<file path="src/rtl/wbuf_pkg.sv">
package wbuf_pkg;
  typedef enum logic [1:0] {
    SEL_NONE = 2'd0,
    SEL_RD   = 2'd1,
    SEL_WR   = 2'd2
  } port_sel_e;
endpackage

</file>
<file path="src/rtl/wbuf_fifo.sv">
module wbuf_fifo #(
  parameter int AW    = 8,
  parameter int DW    = 16,
  parameter int DEPTH = 4
) (
  input  logic              clk_i,
  input  logic              rst_ni,
  input  logic              push_i,
  input  logic [AW-1:0]     push_addr_i,
  input  logic [DW-1:0]     push_data_i,
  input  logic              pop_i,
  input  logic [AW-1:0]     lk_addr_i,
  output logic              full_o,
  output logic              empty_o,
  output logic [AW-1:0]     head_addr_o,
  output logic [DW-1:0]     head_data_o,
  output logic              hit_o,
  output logic [DW-1:0]     hit_data_o
);
  localparam int PTRW = (DEPTH > 1) ? $clog2(DEPTH) : 1;
  localparam int CNTW = $clog2(DEPTH + 1);

  logic [AW-1:0]   addr_q [DEPTH];
  logic [DW-1:0]   data_q [DEPTH];
  logic [PTRW-1:0] wr_ptr_q, rd_ptr_q;
  logic [CNTW-1:0] cnt_q;

  function automatic logic [PTRW-1:0] ptr_inc(input logic [PTRW-1:0] p);
    return (int'(p) == DEPTH - 1) ? '0 : p + 1'b1;
  endfunction

  for (genvar g = 0; g < DEPTH; g++) begin : g_ent
    always_ff @(posedge clk_i) begin
      if (push_i && wr_ptr_q == PTRW'(g)) begin
        addr_q[g] <= push_addr_i;
        data_q[g] <= push_data_i;
      end
    end
  end

  always_ff @(posedge clk_i or negedge rst_ni) begin
    if (!rst_ni) begin
      wr_ptr_q <= '0;
      rd_ptr_q <= '0;
      cnt_q    <= '0;
    end else begin
      if (push_i) wr_ptr_q <= ptr_inc(wr_ptr_q);
      if (pop_i)  rd_ptr_q <= ptr_inc(rd_ptr_q);
      case ({push_i, pop_i})
        2'b10:   cnt_q <= cnt_q + 1'b1;
        2'b01:   cnt_q <= cnt_q - 1'b1;
        default: cnt_q <= cnt_q;
      endcase
    end
  end

  assign full_o      = (cnt_q == CNTW'(DEPTH));
  assign empty_o     = (cnt_q == '0);
  assign head_addr_o = addr_q[rd_ptr_q];
  assign head_data_o = data_q[rd_ptr_q];

  // Scan oldest to youngest; the last match wins.
  always_comb begin
    int slot;
    hit_o      = 1'b0;
    hit_data_o = '0;
    for (int i = 0; i < DEPTH; i++) begin
      slot = int'(rd_ptr_q) + i;
      if (slot >= DEPTH) slot = slot - DEPTH;
      if (i < int'(cnt_q) && addr_q[PTRW'(slot)] == lk_addr_i) begin
        hit_o      = 1'b1;
        hit_data_o = data_q[PTRW'(slot)];
      end
    end
  end
endmodule

</file>
<file path="src/rtl/wbuf_port_arb.sv">
module wbuf_port_arb
  import wbuf_pkg::*;
#(
  parameter int AW = 8,
  parameter int DW = 16
) (
  input  logic          clk_i,
  input  logic          rst_ni,
  input  logic          rd_req_i,
  input  logic [AW-1:0] rd_addr_i,
  input  logic          wr_req_i,
  input  logic [AW-1:0] wr_addr_i,
  input  logic [DW-1:0] wr_data_i,
  input  logic          gnt_i,
  output logic          mem_req_o,
  output logic          mem_we_o,
  output logic [AW-1:0] mem_addr_o,
  output logic [DW-1:0] mem_wdata_o,
  output logic          rd_taken_o,
  output logic          wr_taken_o
);
  port_sel_e sel;
  logic      hold_wr_q;

  // Loads win, except when a store is already on the port waiting for grant.
  always_comb begin
    sel = SEL_NONE;
    if (rd_req_i && !hold_wr_q) sel = SEL_RD;
    else if (wr_req_i)          sel = SEL_WR;
  end

  always_ff @(posedge clk_i or negedge rst_ni) begin
    if (!rst_ni) hold_wr_q <= 1'b0;
    else         hold_wr_q <= (sel == SEL_WR) && !gnt_i;
  end

  assign mem_req_o   = (sel != SEL_NONE);
  assign mem_we_o    = (sel == SEL_WR);
  assign mem_addr_o  = (sel == SEL_WR) ? wr_addr_i : (sel == SEL_RD) ? rd_addr_i : '0;
  assign mem_wdata_o = (sel == SEL_WR) ? wr_data_i : '0;
  assign rd_taken_o  = (sel == SEL_RD) && gnt_i;
  assign wr_taken_o  = (sel == SEL_WR) && gnt_i;
endmodule

</file>
<file path="src/rtl/wbuf_order_ctrl.sv">
module wbuf_order_ctrl
  import wbuf_pkg::*;
#(
  parameter int AW    = 8,
  parameter int DW    = 16,
  parameter int DEPTH = 4
) (
  input  logic          clk_i,
  input  logic          rst_ni,
  input  logic          mode_sc_i,
  input  logic          core_req_i,
  input  logic          core_we_i,
  input  logic [AW-1:0] core_addr_i,
  input  logic [DW-1:0] core_wdata_i,
  input  logic          core_fence_i,
  output logic          core_stall_o,
  output logic          core_rvalid_o,
  output logic [DW-1:0] core_rdata_o,
  output logic          fence_done_o,
  output logic          mem_req_o,
  output logic          mem_we_o,
  output logic [AW-1:0] mem_addr_o,
  output logic [DW-1:0] mem_wdata_o,
  input  logic          mem_gnt_i,
  input  logic          mem_wack_i,
  input  logic          mem_rvalid_i,
  input  logic [DW-1:0] mem_rdata_i
);
  logic          full, empty, hit;
  logic [AW-1:0] head_addr;
  logic [DW-1:0] head_data, hit_data;
  logic          rd_taken, wr_taken;

  logic          rd_pend_q, rd_out_q, head_sent_q, fence_q;
  logic          rvalid_q, fdone_q;
  logic [AW-1:0] rd_addr_q;
  logic [DW-1:0] rdata_q;

  logic acc, acc_wr, acc_rd, acc_fence, pop;

  assign core_stall_o = rd_pend_q | rd_out_q | fence_q | full | (mode_sc_i & !empty);
  assign acc       = core_req_i & !core_stall_o;
  assign acc_wr    = acc & core_we_i;
  assign acc_rd    = acc & !core_we_i;
  assign acc_fence = core_fence_i & !core_req_i & !core_stall_o;
  assign pop       = mem_wack_i & head_sent_q;

  wbuf_fifo #(.AW(AW), .DW(DW), .DEPTH(DEPTH)) u_fifo (
    .clk_i       (clk_i),
    .rst_ni      (rst_ni),
    .push_i      (acc_wr),
    .push_addr_i (core_addr_i),
    .push_data_i (core_wdata_i),
    .pop_i       (pop),
    .lk_addr_i   (core_addr_i),
    .full_o      (full),
    .empty_o     (empty),
    .head_addr_o (head_addr),
    .head_data_o (head_data),
    .hit_o       (hit),
    .hit_data_o  (hit_data)
  );

  wbuf_port_arb #(.AW(AW), .DW(DW)) u_arb (
    .clk_i       (clk_i),
    .rst_ni      (rst_ni),
    .rd_req_i    (rd_pend_q),
    .rd_addr_i   (rd_addr_q),
    .wr_req_i    (!empty && !head_sent_q),
    .wr_addr_i   (head_addr),
    .wr_data_i   (head_data),
    .gnt_i       (mem_gnt_i),
    .mem_req_o   (mem_req_o),
    .mem_we_o    (mem_we_o),
    .mem_addr_o  (mem_addr_o),
    .mem_wdata_o (mem_wdata_o),
    .rd_taken_o  (rd_taken),
    .wr_taken_o  (wr_taken)
  );

  always_ff @(posedge clk_i or negedge rst_ni) begin
    if (!rst_ni) begin
      rd_pend_q   <= 1'b0;
      rd_out_q    <= 1'b0;
      rd_addr_q   <= '0;
      head_sent_q <= 1'b0;
      fence_q     <= 1'b0;
      rvalid_q    <= 1'b0;
      rdata_q     <= '0;
      fdone_q     <= 1'b0;
    end else begin
      rvalid_q <= 1'b0;
      fdone_q  <= 1'b0;
      if (acc_rd && hit) begin
        rvalid_q <= 1'b1;
        rdata_q  <= hit_data;
      end else if (acc_rd) begin
        rd_pend_q <= 1'b1;
        rd_addr_q <= core_addr_i;
      end
      if (rd_taken) begin
        rd_pend_q <= 1'b0;
        rd_out_q  <= 1'b1;
      end
      if (rd_out_q && mem_rvalid_i) begin
        rd_out_q <= 1'b0;
        rvalid_q <= 1'b1;
        rdata_q  <= mem_rdata_i;
      end
      if (wr_taken)  head_sent_q <= 1'b1;
      else if (pop)  head_sent_q <= 1'b0;
      if (acc_fence) fence_q <= 1'b1;
      else if (fence_q && empty) begin
        fence_q <= 1'b0;
        fdone_q <= 1'b1;
      end
    end
  end

  assign core_rvalid_o = rvalid_q;
  assign core_rdata_o  = rdata_q;
  assign fence_done_o  = fdone_q;
endmodule

</file>
<file path="config.mk">
export PLATFORM = sky130hd
export DESIGN_NAME = wbuf_order_ctrl
export DESIGN_NICKNAME = d
export VERILOG_FILES = /design/src/rtl/wbuf_pkg.sv /design/src/rtl/wbuf_fifo.sv /design/src/rtl/wbuf_port_arb.sv /design/src/rtl/wbuf_order_ctrl.sv
export SDC_FILE = /design/constraint.sdc
export NUM_CORES = 1
export LEC_CHECK = 0
export BUFFER_PORTS_ARGS = -buffer_cell sky130_fd_sc_hd__buf_2
export CORE_ASPECT_RATIO = 0.7
export CORE_MARGIN = 5
export CORE_UTILIZATION = 64
export DETAILED_ROUTE_END_ITERATION = 6
export PLACE_DENSITY = 0.86
export REMOVE_ABC_BUFFERS = 1
export SLEW_MARGIN = 10
export SYNTH_ARGS = -nofsm -noshare
export SYNTH_HDL_FRONTEND = slang
export SYNTH_HIERARCHICAL = 1
export SYNTH_SLANG_ARGS = --single-unit
</file>
<file path="constraint.sdc">
create_clock -name clk_i -period 5.3 [get_ports clk_i]
set_clock_uncertainty 0.1 [all_clocks]
set_input_delay 1.06 -clock clk_i [delete_from_list [all_inputs] [get_ports clk_i]]
set_output_delay 1.06 -clock clk_i [all_outputs]
set_load 0.03 [all_outputs]
</file>
==> results of run 1 <==
-- metrics by stage --
step                      total power, W  instance area [um2]  hold slack (ns)  TNS (ns)  setup slack, ns
after CTS                        0.00582                 9770            0.409         0            0.903
after detailed placement         0.00456                 9160            0.396         0            0.948
after global routing             0.00609                 9770            0.426         0            0.684
final                            0.00584                 9770            0.409         0            0.821
after floorplan                  0.00389                 8330            0.364    -69.83            -2.56
after global placement           0.00443                 9160            0.384         0             1.06
-- critical path, cell delays in order, from the launching register on --
cell and delay, ns:
dfrtp_4 0.90, ha_2 0.67, mux4_2 0.59, xor2_1 0.19, nor4_4 0.38, o211ai_2 0.60
nand4_1 0.30, o21ai_1 0.10, a21o_1 0.20, a221o_1 0.31
-- path summary, 6_finish.rpt --
kind                                 endpoint  slack, ns                from
setup / recovery              core_rdata_o[5]       0.82  u_fifo/rd_ptr_q[0]
hold / removal                    head_sent_q       0.41         head_sent_q
setup reg to reg              core_rdata_o[5]       0.82  u_fifo/rd_ptr_q[0]
hold reg to reg                   head_sent_q       0.41         head_sent_q
max in group asynchronous  u_fifo/rd_ptr_q[0]       3.67              rst_ni
min in group asynchronous    core_rdata_o[15]       0.71              rst_ni
-- registers in the layout, indices dropped and copies added (netlist names) --
signal	flops
head_sent_q	1
u_fifo/rd_ptr_q	2
rd_addr_q	8
rd_out_q	1
core_rvalid_o	1
fence_q	1
u_fifo/addr_q	32
fence_done_o	1
core_rdata_o	16
u_arb/hold_wr_q	1
u_fifo/data_q	64
u_fifo/wr_ptr_q	2
rd_pend_q	1
u_fifo/cnt_q	3
-- cell usage in the layout (no fill, tap or decap), drive strengths merged, types with 2 or more instances in the layout --
cell type,n
buf,109
edfxtp,96
mux4,92
and3,48
dfrtp,38
mux2i,30
o21ai,26
xnor2,25
clkbuf,19
nand2,17
a221o,16
inv,15
nor4,14
a21oi,13
nand2b,12
xor2,11
mux2,10
ha,10
and2,9
nand3b,8
clkinv,8
nor2,6
nand4,5
nor3b,5
a21o,4
bufinv,4
nand3,4
nor2b,3
nor3,3
o21ba,2
o211ai,2
-- kinds of logic (layout without fill, tap and decap cells) --
kind of cell               Yosys count  in the layout  synth area share
AOI/OAI and AO/OA                   71             71            0.0622
xor gates and xnor gates            36             36            0.0375
DFF                                134            134             0.445
adders and majority gates           10             10            0.0145
buffers and inverters               61            156            0.0391
muxes                              132            132             0.298
and+or+nand+nor                    139            139             0.104
-- per-layer routing --
metal / track usage / wire (um) / part of all wire / vias to the layer above
met4: 0.0995 / 509 / 0.023 / 0
met1: 0.403 / 8320 / 0.37 / 3136
met2: 0.457 / 10800 / 0.48 / 443
met5: 0 / 0 / 0 / -
met3: 0.0752 / 2860 / 0.13 / 53
li1: - / - / - / 2548
-- area by class of cell --
| type | instances | area [um2] |
|---|---|---|
| Inverter | 15 | 56.3 |
| Fill cell | 802 | 3410 |
| Tap cell | 185 | 231 |
| Multi-Input combinational cell | 388 | 4440 |
| Timing Repair Buffer | 109 | 586 |
| Clock inverter | 13 | 181 |
| Clock buffer | 19 | 433 |
| Sequential cell | 134 | 3840 |
-- power by group --
part,leakage (nW),switching (W),internal [W]
logic,2.22,0.00166,0.00138
registers,1.33,0.000272,0.00130
clock network,0.298,0.000444,0.000785
==> out/metrics.csv, run 1 <==
stage;metric;value;unit
status;violations;DRC;
worst_setup_path;end_kind;flip-flop;
die;die_h;107;um
clock_network;cts-resized-gates;0;
min_path;hold_path_class;flip-flop to flip-flop;
sta;period_share;0.845;
sta;setup_viol;0;
global_route;antenna_found_initial;0;
clock_network;postCtsHoldBufs;0;
sta;period_minus_slack;4.48;ns
die;coreArea;13200;um2
global_route;grt_max_degree;49;
detailed_routing;dr_total_vias;6180;
finish;final_cells;863;
worst_setup_path;reg2regPathDepth;9;
sta;hold_violations;0;
finish;antenna_cells;0;
clock_network;cts_tree;built;
clock_network;cts_buffer_depth;2;
yosys;netlist_area;8610;um2
detailed_routing;dr.first_iter.drc_count;756;
detailed_routing;drc;2;
yosys;yosys_most_used_dff;edfxtp_1;
yosys;synthTopCellsByCount;96 x edfxtp_1, 71 x mux4_2, 43 x and3_1;
place;io_buffers;93;
die;die_x;149;um
yosys;syn_avg_cell_area;14.8;um2
power;powerDensity;598;nW/um2
place;gp_congestion;0.826;
sta;fmax;0.223;GHz
place;hpwl;14500;um
yosys;ys_seq_area_frac;0.445;
power;irDropWorstVdd;0.366;mV
detailed_routing;wl_per_cell;26.1;um
status;status;finished, violations left;
yosys;synth_warnings;6;
yosys;synth_top_area_cell;edfxtp_1;
worst_setup_path;crit_fanout;48;
yosys;synth_top_cell_area_share;0.335;
clock_network;cts_buffers;17;
clock_network;htreeDepth;4;
yosys;yosysMostFrequentCell;edfxtp_1;
global_route;grt_first_pass_wirelength;35000;um
die;fp-row-count;35;
yosys;yosys_register_bits;134;
worst_setup_path;path_class;flip-flop to flip-flop;
sta;rsz0062_at_grt;false;
worst_setup_path;startpoint_type;flip-flop;
finish;drive_gt1_frac;0.360;
clock_network;post_cts_buffers;0;
clock_network;clk_pin_slew;0.06;ns
finish;finalNetCount;724;
clock_network;cts.sinks;134;
detailed_routing;antenna_left;0;
global_route;grt_overflow;0;
clock_network;worstSkewPairLatency;0.41;ns
run;cap_viol_max_count;0;
die;initial_core_util;0.653;
worst_setup_path;worstPathRequired;5.49;ns
yosys;synth_cell_types;59;
detailed_routing;drt-total-wl;22500;um
die;die_area;15900;um2
die;design.portCount;94;
sta;worst_pin_slew;1.28;ns
yosys;synth_area_leaders;edfxtp_1 33%, mux4_2 19%, dfrtp_1 11%, mux4_1 6.4%, mux2i_1 3.5%;
place;place_inst;831;
yosys;synthCells;583;
finish;syn2layout_area_growth;13.5;%
detailed_routing;first_pass_iters;7;
clock_network;cts-root-buf;clkbuf_16;
sta;slew_violations;0;
min_path;hold-path-cell-count;1;
power;power_leakage;3.86;nW
sta;timing.slew.headroom;0.143;
yosys;synth-edff-count;96;
yosys;async_flop_share;0.284;
global_route;grt_pass1_vias;6290;
finish;final_util;0.741;
detailed_routing;vias_per_cell;7.16;
global_route;grt_usage;0.291;
worst_setup_path;worstPathArrival;4.67;ns
(Power assumes the default switching activity.)
==> inputs of run 2 (changes only) <==
Settings changed: ABC_AREA set to 1, CORE_UTILIZATION 64 to 54, PLACE_DENSITY 0.86 to 0.77.
Clock period 5.3 ns to 4.1 ns, I/O delays scaled along.
==> out/metrics.csv, run 2 <==
stage;metric;value;unit
status;status;finished, final reports clean;
worst_setup_path;path_delay_family;simple AND/OR/NAND/NOR gates;
worst_setup_path;cp_slowest_cell;buf_12;
yosys;async_flop_share;0.284;
place;io_buffers;93;
yosys;syn_avg_cell_area;8.18;um2
min_path;hold_path_class;flip-flop to flip-flop;
clock_network;clk_pin_slew;0.06;ns
power;sw_frac_of_total;0.488;
yosys;yosysMostFrequentCell;nand2_1;
clock_network;worstSkewPairLatency;0.42;ns
clock_network;cts_buffers;17;
worst_setup_path;timing.rr.start;u_fifo/rd_ptr_q[0];
place;hpwl;14500;um
sta;period_minus_slack;3.57;ns
power;switchingPower;0.00366;W
worst_setup_path;crit_top_cell;nand2_1;
power;power_leakage;4.86;nW
sta;period_share;0.870;
clock_network;postCtsHoldBufs;0;
yosys;yosys.area_share.simple;0.318;
finish;final_util;0.613;
detailed_routing;wl_per_cell;16.5;um
global_route;grt_max_degree;100;
sta;whs;0.388;ns
worst_setup_path;startpoint_type;flip-flop;
detailed_routing;drt-total-wl;23000;um
power;p_comb_frac;0.562;
run;cap_viol_max_count;0;
die;die_area;19100;um2
global_route;grt_pass1_vias;7045;
yosys;synth_cell_types;41;
die;die_h;117;um
yosys;yosys_register_bits;134;
global_route;grt_usage;0.245;
place;placed_area;9350;um2
global_route;antenna_found_initial;0;
clock_network;cts-resized-gates;0;
power;intPower;0.00385;W
finish;fill_cells;1404;
finish;final_cell_mix;327 x nand2_1, 108 x nand3_1, 97 x inv_1, 96 x edfxtp_1, 93 x buf_2;
worst_setup_path;path_cells;buf_12, inv_8, nand2_1, nand3_1, nand2_1, o21ai_1, nor2_2, nand3_4, o2111ai_1, nand4_4, nand2_4, nand2_1, nand2_1;
global_route;grt_first_pass_wirelength;36800;um
clock_network;cts-root-buf;clkbuf_16;
clock_network;cts.sinks;134;
finish;antenna_cells;0;
finish;syn2layout_area_growth;12.4;%
detailed_routing;dr.first_iter.drc_count;855;
finish;regMostFlops;u_fifo/data_q;
die;die_x;163;um
worst_setup_path;cp-startpoint;u_fifo/rd_ptr_q[0];
sta;rsz0062_at_grt;false;
sta;worst_pin_slew;0.982;ns
yosys;synth_top_cell_area_share;0.326;
power;pwr-share-clk;0.200;
die;initial_core_util;0.545;
worst_setup_path;worst-path-stages;13;
sta;timing.slew.headroom;0.346;
power;powerDensity;757;nW/um2
yosys;synth_area_leaders;edfxtp_1 33%, nand2_1 14%, dfrtp_1 11%, mux2i_1 9.1%, nand3_1 6.1%;
finish;drive_gt1_frac;0.176;
yosys;synthAdderAreaFrac;0.0142;
yosys;synth-edff-count;96;
worst_setup_path;crit_fanout;99;
die;design.portCount;94;
yosys;synth_top_family_by_area;simple AND/OR/NAND/NOR gates;
sta;fin_ws;0.533;ns
power;irDropWorstVdd;0.506;mV
worst_setup_path;r2r_setup_slack;0.53;ns
detailed_routing;vias_per_cell;5.41;
clock_network;cts_buffer_depth;2;
yosys;synth-compound-area-share;0.0463;
worst_setup_path;end_kind;flip-flop;
finish;postLayoutCellArea;9930;um2
worst_setup_path;cp-endpoint;core_rdata_o[12];
clock_network;post_cts_buffers;0;
yosys;muxShareOfSynthArea;0.0907;
sta;setup_viol;0;
yosys;synth_xor_xnor_area_share;0.00992;
yosys;synth_warnings;6;
global_route;grt_overflow;0;
sta;slew_violations;0;
yosys;synthCells;1080;
yosys;synthTopCellsByCount;327 x nand2_1, 108 x nand3_1, 97 x inv_1;
worst_setup_path;reg2regPathDepth;13;
finish;largest_reg_flops;64;
die;fp-row-count;39;
detailed_routing;dr_total_vias;7537;
yosys;synth_top_area_cell;edfxtp_1;
clock_network;cts_tree;built;
worst_setup_path;cpPeakStageDelay;0.45;ns
sta;hold_violations;0;
place;dp_slack;0.695;ns
worst_setup_path;path_class;flip-flop to flip-flop;
worst_setup_path;worstPathArrival;3.82;ns
finish;finalNetCount;1213;
detailed_routing;antenna_left;0;
worst_setup_path;reg2reg_to;core_rdata_o[12];
sta;fmax;0.280;GHz
power;finalPower;0.00751;W
power;seqPwrFrac;0.238;
worst_setup_path;crit_buf_inv;2;
yosys;ys_seq_area_frac;0.434;
yosys;netlist_area;8830;um2
finish;layout_commonest_cell;nand2_1;
clock_network;htreeDepth;4;
yosys;yosys_most_used_dff;edfxtp_1;
worst_setup_path;worstPathRequired;4.35;ns
detailed_routing;drc;0;
detailed_routing;first_pass_iters;7;
die;coreArea;16200;um2
place;gp_congestion;0.888;
run 2: per-stage QoR:
step	TNS, ns	cells
floorplan	-79.84	1027
global placement	0	1360
detailed placement	0	1360
CTS	0	1392
global route	0	1392
finish	0	1392
run 2: logic make-up (layout without fill, tap and decap cells):
logic type	count (synthesis)	after routing
fa+ha+maj	10	10
mux	80	80
compound gates	79	79
flops	134	134
xor+xnor	10	10
buf+inv	157	244
simple gates	610	610
run 2: tightest hold or removal path: stages (launching register included):
cell,delay (ns)
dfrtp_1,0.34
nand2_1,0.05
o21ai_1,0.06
run 2: worst min path at each step:
stage,end,depth (start not counted),start
3_3_place_gp,rd_addr_q[1],2,rd_addr_q[1]
5_1_grt,core_rdata_o[4],2,core_rdata_o[4]
4_1_cts,rd_addr_q[1],2,rd_addr_q[1]
6_report,rd_addr_q[5],2,rd_addr_q[5]
2_1_floorplan,rd_addr_q[0],2,rd_addr_q[0]
3_5_place_dp,rd_addr_q[1],2,rd_addr_q[1]
run 2: layout make-up:
type	count	area, um2	share of cell area
well taps	225	282	0.0284
multi-input cells	789	4240	0.427
inverters	104	398	0.0401
clock inverters	14	151	0.0153
repair buffers	108	591	0.0595
clock buffers	18	429	0.0432
flip-flops and latches	134	3840	0.387
run 2: metal layers:
metal  vias up  global-route usage  part of all wire
met3        19              0.0438             0.091
met4         0              0.0425            0.0083
met1      3471               0.358              0.46
li1       3703                   -                 -
met2       344               0.393              0.44
met5         -                   0                 0
run 2: power groups by stage:
stage / registers (W) / clock network, W / logic, W
finish: 0.00179 / 0.00150 / 0.00422
global route: 0.00181 / 0.00159 / 0.00462
CTS: 0.00179 / 0.00152 / 0.00417
detailed placement: 0.00181 / 0 / 0.00413
global placement: 0.00181 / 0 / 0.00405
floorplan: 0.00211 / 0 / 0.00286
